### src/rtl/walker_pkg.sv
package walker_pkg;
  typedef enum logic [2:0] {
    W_IDLE,
    W_XLATE,
    W_RDREQ,
    W_RDWAIT,
    W_WRITE,
    W_DONE,
    W_FAULT
  } walk_state_e;
endpackage

### src/rtl/pte_addr_gen.sv
module pte_addr_gen #(
  parameter int AW    = 32,
  parameter int SHIFT = 10
) (
  input  logic [AW-1:0] base,
  input  logic [AW-1:0] vaddr,
  output logic [AW-1:0] pte_vaddr
);
  localparam logic [AW-1:0] WORD_MASK = ~AW'(3);
  assign pte_vaddr = (base | (vaddr >> SHIFT)) & WORD_MASK;
endmodule

### src/rtl/refill_way_ctr.sv
module refill_way_ctr #(
  parameter int WAYS = 4
) (
  input  logic                      clk,
  input  logic                      rst_n,
  input  logic                      advance,
  output logic [$clog2(WAYS)-1:0]   next_way
);
  localparam int WW = $clog2(WAYS);
  logic [WW-1:0] cnt_q;

  // pre-increment: the way used is the counter value after stepping
  assign next_way = cnt_q + WW'(1);

  always_ff @(posedge clk) begin
    if (!rst_n)       cnt_q <= '0;
    else if (advance) cnt_q <= next_way;
  end
endmodule

### src/rtl/tlb_refill_walker.sv
module tlb_refill_walker #(
  parameter int AW          = 32,
  parameter int DW          = 32,
  parameter int CAUSE_W     = 6,
  parameter int PTE_SHIFT   = 10,
  parameter int REFILL_WAYS = 4,
  parameter int RING_LSB    = 4
) (
  input  logic                           clk,
  input  logic                           rst_n,
  input  logic                           miss_valid,
  output logic                           miss_ready,
  input  logic [AW-1:0]                  miss_vaddr,
  input  logic [AW-1:0]                  pt_base,
  output logic                           xlat_req,
  output logic [AW-1:0]                  xlat_vaddr,
  input  logic                           xlat_hit,
  input  logic [AW-1:0]                  xlat_paddr,
  input  logic [CAUSE_W-1:0]             xlat_cause,
  output logic                           mem_req_valid,
  input  logic                           mem_req_ready,
  output logic [AW-1:0]                  mem_req_addr,
  input  logic                           mem_rsp_valid,
  input  logic [DW-1:0]                  mem_rsp_data,
  output logic                           tlb_wr_en,
  output logic [$clog2(REFILL_WAYS)-1:0] tlb_wr_way,
  output logic [AW-1:0]                  tlb_wr_vaddr,
  output logic [DW-1:0]                  tlb_wr_pte,
  output logic [1:0]                     tlb_wr_ring,
  output logic [AW-1:0]                  exc_vaddr,
  output logic                           done,
  output logic                           fault,
  output logic [CAUSE_W-1:0]             fault_cause
);
  import walker_pkg::*;

  walk_state_e         st_q, st_d;
  logic [AW-1:0]       va_q, base_q, pa_q, exc_q;
  logic [DW-1:0]       pte_q;
  logic [CAUSE_W-1:0]  cause_q;
  logic                accept, wr_fire;

  assign accept  = miss_valid && (st_q == W_IDLE);
  assign wr_fire = (st_q == W_WRITE);

  pte_addr_gen #(.AW(AW), .SHIFT(PTE_SHIFT)) u_addr (
    .base(base_q), .vaddr(va_q), .pte_vaddr(xlat_vaddr)
  );

  refill_way_ctr #(.WAYS(REFILL_WAYS)) u_way (
    .clk(clk), .rst_n(rst_n), .advance(wr_fire), .next_way(tlb_wr_way)
  );

  always_comb begin
    st_d = st_q;
    unique case (st_q)
      W_IDLE:   if (miss_valid) st_d = W_XLATE;
      W_XLATE:  st_d = xlat_hit ? W_RDREQ : W_FAULT;
      W_RDREQ:  if (mem_req_ready) st_d = W_RDWAIT;
      W_RDWAIT: if (mem_rsp_valid) st_d = W_WRITE;
      W_WRITE:  st_d = W_DONE;
      W_DONE:   st_d = W_IDLE;
      W_FAULT:  st_d = W_IDLE;
      default:  st_d = W_IDLE;
    endcase
  end

  always_ff @(posedge clk) begin
    if (!rst_n) begin
      st_q    <= W_IDLE;
      va_q    <= '0;
      base_q  <= '0;
      pa_q    <= '0;
      pte_q   <= '0;
      cause_q <= '0;
      exc_q   <= '0;
    end else begin
      st_q <= st_d;
      if (accept) begin
        va_q   <= miss_vaddr;
        base_q <= pt_base;
      end
      if (st_q == W_XLATE) begin
        pa_q    <= xlat_paddr;
        cause_q <= xlat_cause;
      end
      if (st_q == W_RDWAIT && mem_rsp_valid) pte_q <= mem_rsp_data;
      if (wr_fire) exc_q <= va_q;
    end
  end

  assign miss_ready    = (st_q == W_IDLE);
  assign xlat_req      = (st_q == W_XLATE);
  assign mem_req_valid = (st_q == W_RDREQ);
  assign mem_req_addr  = pa_q;
  assign tlb_wr_en     = wr_fire;
  assign tlb_wr_vaddr  = va_q;
  assign tlb_wr_pte    = pte_q;
  assign tlb_wr_ring   = pte_q[RING_LSB +: 2];
  assign exc_vaddr     = exc_q;
  assign done          = (st_q == W_DONE);
  assign fault         = (st_q == W_FAULT);
  assign fault_cause   = cause_q;
endmodule

### config.mk
export PLATFORM = sky130hd
export DESIGN_NAME = tlb_refill_walker
export DESIGN_NICKNAME = d
export VERILOG_FILES = /design/src/rtl/walker_pkg.sv /design/src/rtl/pte_addr_gen.sv /design/src/rtl/refill_way_ctr.sv /design/src/rtl/tlb_refill_walker.sv
export SDC_FILE = /design/constraint.sdc
export NUM_CORES = 1
export LEC_CHECK = 0
export BUFFER_PORTS_ARGS = -buffer_cell sky130_fd_sc_hd__buf_2
export CORE_MARGIN = 3
export CORE_UTILIZATION = 25
export CTS_CLUSTER_SIZE = 28
export DETAILED_ROUTE_END_ITERATION = 8
export PLACE_DENSITY = 0.54
export SLEW_MARGIN = 20
export SYNTH_ARGS = -nofsm -noshare
export SYNTH_HDL_FRONTEND = slang
export SYNTH_SLANG_ARGS = --single-unit
export TNS_END_PERCENT = 10
### constraint.sdc
create_clock -name clk -period 1.8 [get_ports clk]
set_input_delay 0.36 -clock clk [delete_from_list [all_inputs] [get_ports clk]]
set_output_delay 0.36 -clock clk [all_outputs]
set_load 0.005 [all_outputs]
* After elaboration in Yosys (flattened, before gate mapping)
Index checks and enable logic that the tools add are counted.
** Storage, ports and cells
- Bits in registers :: 171
- Word-level logic and storage cells :: 28
** Operators by class
- Add/sub/neg operators :: 1
- Equal/unequal tests :: 9
- Mux-type cells :: 5
- Bitwise gates (word level) :: 1
- Reductions and logical operators :: 4
** Operators by type and width (count)
- bitwise OR 32 x 22 -> 32 bit :: 1
- one-hot mux 3 bit (5 select lines) :: 1
- 2-to-1 mux 3 bit :: 4
- == test 3 bit (second input constant) :: 3
- == test 3 x 2 -> 1 bit (second input constant) :: 2
- inequality test 2 bit (second input constant) :: 2
- == test 3 x 1 -> 1 bit (second input constant) :: 1
- zero test 3 bit :: 1
- AND reduction 3 bit :: 1
- adder 2 x 1 -> 2 bit (second input constant) :: 1
- logical AND 1 bit :: 2
- inequality test 2 x 1 -> 1 bit (second input constant) :: 1

* Logic depth before layout (Yosys ltp)
- Depth after elaboration :: 3
- Mapped depth :: 6
- Gate-level depth less buffers :: 3

* Cells and area by module
Synthesis repeated with hierarchy kept, for this count alone.
** Second synthesis, totals
- Cells, all modules :: 809
- Area, all modules :: 6520.0 µm²
** Modules (own cells, without submodules)
- tlb_refill_walker :: times used 1, cells an instance 766, area each 6209.7 µm²
- pte_addr_gen :: times used 1, cells an instance 33, area each 219.0 µm²
- refill_way_ctr :: times used 1, cells an instance 10, area each 91.3 µm²

* Least setup slack after synthesis
OpenSTA, ideal clock, no wires.
- Path type :: flip-flop to output port
- From :: register st_q[2]
- To :: output xlat_req
- Arrival time :: 1116 ps
- Required time :: 1440 ps
- Setup slack :: 324 ps
- Cell stages (with the launch flop) :: 5
- Buffers on the path :: 3
- Path through :: dfxtp_1 buf_2 nor3b_2 buf_4 buf_2
** On the way
- Cells in the longest elaborated chain, start to end :: 1
** RTL lines
- from (decl) :: line tlb_refill_walker.sv:37 : walk_state_e st_q, st_d;
- from (signal assigned) :: line tlb_refill_walker.sv:78 : st_q <= st_d;
- == test 3 x 1 -> 1 bit :: line tlb_refill_walker.sv:93 : assign xlat_req = (st_q == W_XLATE);
- to (decl) :: line tlb_refill_walker.sv:15 : output logic xlat_req,
Every way passes these cells.

* Worst setup path in the final report
- From :: register st_q[0]
- To :: output tlb_wr_en
** On the way
- Cells in the longest elaborated chain, start to end :: 1
** RTL lines
- == test 3 bit :: line tlb_refill_walker.sv:44 : assign wr_fire = (st_q == W_WRITE);
- to (decl) :: line tlb_refill_walker.sv:25 : output logic tlb_wr_en,
Every way passes these cells.

==> results by group <==
Status
  – Status: finished clean

Global route
  – Met1 usage: between 10% and 20%
  – M2 GR Usage: 22.6%
  – Most Crowded Layer GR: met2
  – Initial antenna violation count: 1
  – GRT met3 Usage: around 5.2%
  – Vias in the first global route: 5859
  – Largest net degree at the start of global routing: 75
  – First-pass GRT wire length: between 30000 and 40000 um
  – Total gr overflow: 0
  – GRT Overall Usage: between 10% and 20%

Flow run
  – Max Cap Violations: 0

STA
  – Sum Neg Setup Slack: 0 ps
  – Min Hold Slack: about 150 ps
  – Final Max Slew Viols: 0
  – Clk_skew: approximately 11 ps
  – Max Clk Rate: 574 MHz
  – Setup ws final: between 50 and 60 ps
  – Endpoints failing setup: 0
  – Final Hold Viols: 0
  – Final Critical Period: 1740 ps
  – Final worst-path cycle share: a little over nine tenths

Worst setup path
  – Arr. time, crit path: between 1000 and 1500 ps
  – Critical Path Start: st_q[0]
  – Worst r2r path cells: 4
  – Worst-path maximum fanout: 8
  – R2r endpoint: base_q[9]
  – CP Class: flop to output port
  – R2r setup slk: around 320 ps
  – Worst Path Required: approximately 1400 ps
  – Element type at the critical path start: flop
  – Critical path capture point type: output port
  – Setup crit end: tlb_wr_en
  – Reg-to-Reg Start: st_q[0]

Synth
  – Cell count after synthesis: 800
  – Synth top area share: a little over half
  – Mean Syn Cell Area: 8.07 um^2
  – Seq/Total Area, Yosys: 52.4%
  – Register bit total from synthesis: roughly 170
  – Dominant cells by area after synthesis: dfxtp_1 52%, nand3_1 13%, o21ai_0 11%
  – Warnings from Yosys: 0
  – Post-synth top area cell: dfxtp_1
  – Syn Std Cell Area: roughly 6500 um^2
  – Netlist cell types: 29

Power and ir drop
  – Total chip power: between 9 and 10 mW
  – Leak: 4.10 nW
  – Pwr/cell area: 1020 nW/um^2
  – Worst VDD drop: roughly 0.00054 V

Floorplan
  – Starting density of the core: 25.6%
  – Row cnt: 58
  – Core area: around 25000 um^2
  – Die height: 167 um
  – Die area: between 20000 and 30000 um^2
  – Die width: 167 um
  – Ports: 316

Clocking
  – Sink Count: roughly 170
  – Buffer depth of the longest clock path: 2
  – Clock slew at reported path FFs: 70 ps
  – CTS tree: built
  – Hold_buf cts: 0
  – H-tree Lvls: 4
  – Root buffer cell: clkbuf_16
  – Clock buffer count from CTS: 17
  – Clock Latency Late Sink: ~420 ps

Place
  – Port Buffers: around 310
  – Placed cell areas: 8340 um^2
  – Placed cells: ~1.4k
  – Routability cong.: ~0.75
  – Final HPWL DP: around 14000 um
  – Worst slack at placement: 178 ps

Cells and area
  – Inserted Diodes: 0
  – Filler Cell Count: roughly 2.7k
  – Commonest non-fill, non-tap cell in the layout: buf_2
  – Design Area, Final: around 9000 um^2
  – Post-route insts no fill: roughly 1.4k
  – Final core occ: a little over a third
  – Layout cells sized above 1: between 30% and 40%
  – Nets@finish: between 1k and 1.5k
  – Area delta synth->final: 39.4%
  – Most frequent cells in the layout: 309 x buf_2, 169 x nand2_1, 166 x dfxtp_1, 165 x nand3_1, 139 x o21ai_0

Drt
  – Vias: approximately 6.3k
  – DR WL/cell: between 10 and 15 um
  – Vias per cell: between 4 and 5
  – Routed Antenna Nets: 0
  – Starting DRT DRC Count: about 300
  – Routed WL: roughly 20000 um
  – Drt pass-1 iters: 5
  – Drt drc: 0

Min path
  – HP Class: input pin to flop
-- per-layer routing --
layer  routed length [um]  vias up
li1                     -     3251
met1                 8790     2803
met2                 9100      208
met3                 1560       11
met4                  170        2
met5                    7        -
-- logic make-up (layout without fill, tap and decap cells) --
family          after synthesis  in the layout  synth area share [%]
other cells                   1              2                0.0581
simple gates                369            369                  26.8
flops                       169            169                  52.4
buf+inv                      89            380                  7.17
xor+xnor                      2              2                 0.271
compound gates              169            169                  13.1
mux                           1              1                 0.155
-- power by group --
group          total (mW)  switching [mW]  leakage [nW]  internal [mW]
Clock                3.59            1.65         0.271           1.94
Combinational        1.40           0.751          2.45          0.653
Sequential           4.17           0.176          1.38           4.00
-- critical path: stages (launching register included) --
cell and delay [ps]:
dfxtp_2 340, buf_6 130, nor3b_4 240, buf_12 160
buf_6 90
-- cell usage after synthesis --
| library cell | n |
|---|---|
| a21oi_1 | 2 |
| and2_1 | 1 |
| and3b_1 | 2 |
| buf_1 | 7 |
| buf_2 | 13 |
| buf_4 | 18 |
| buf_6 | 6 |
| clkbuf_1 | 44 |
| conb_1 | 1 |
| dfxtp_1 | 169 |
| inv_1 | 1 |
| mux2i_1 | 1 |
| nand2_1 | 169 |
| nand2b_1 | 1 |
| nand3_1 | 165 |
| nand3b_1 | 1 |
| nand4b_4 | 1 |
| nor2_1 | 2 |
| nor2b_1 | 1 |
| nor3_1 | 1 |
| nor3b_1 | 1 |
| nor3b_2 | 2 |
| nor4b_4 | 1 |
| nor4bb_1 | 1 |
| o21ai_0 | 139 |
| o21ai_1 | 28 |
| or2_2 | 20 |
| xnor2_1 | 1 |
| xor2_1 | 1 |
-- final cells by class --
class | instances | area (um^2) | area share [%]
Sequential cell | 169 | 3390 | 37.7
Multi-Input combinational cell | 543 | 2630 | 29.2
Timing Repair Buffer | 348 | 2000 | 22.2
Clock buffer | 18 | 429 | 4.77
Tap cell | 330 | 413 | 4.59
Clock inverter | 13 | 136 | 1.52
Inverter | 1 | 3.75 | 0.0417
-- registers in the layout, indices dropped and copies added (netlist names) --
| name | flops |
|---|---|
| base_q | 30 |
| st_q | 3 |
| u_way.cnt_q | 2 |
| tlb_wr_pte | 32 |
| exc_vaddr | 32 |
| tlb_wr_vaddr | 32 |
| mem_req_addr | 32 |
| fault_cause | 6 |
-- worst min-delay path by stage --
stage	to	slack, ps	cells after the start	start
2_1_floorplan	base_q[10]	420	2	base_q[10]
3_3_place_gp	base_q[10]	430	2	base_q[10]
3_5_place_dp	base_q[29]	440	2	base_q[29]
4_1_cts	mem_req_addr[5]	120	3	xlat_paddr[5]
5_1_grt	mem_req_addr[6]	130	3	xlat_paddr[6]
6_report	mem_req_addr[4]	150	3	xlat_paddr[4]
-- repair_timing --
action / CTS / global route
endpoints found under the setup margin: 6 / 3
buffers inserted: 1 / 5
pin swaps: 1 / 1
resized for setup: 3 / 4
cloned: 0 / 1
Power figures use the tool's default switching activity.
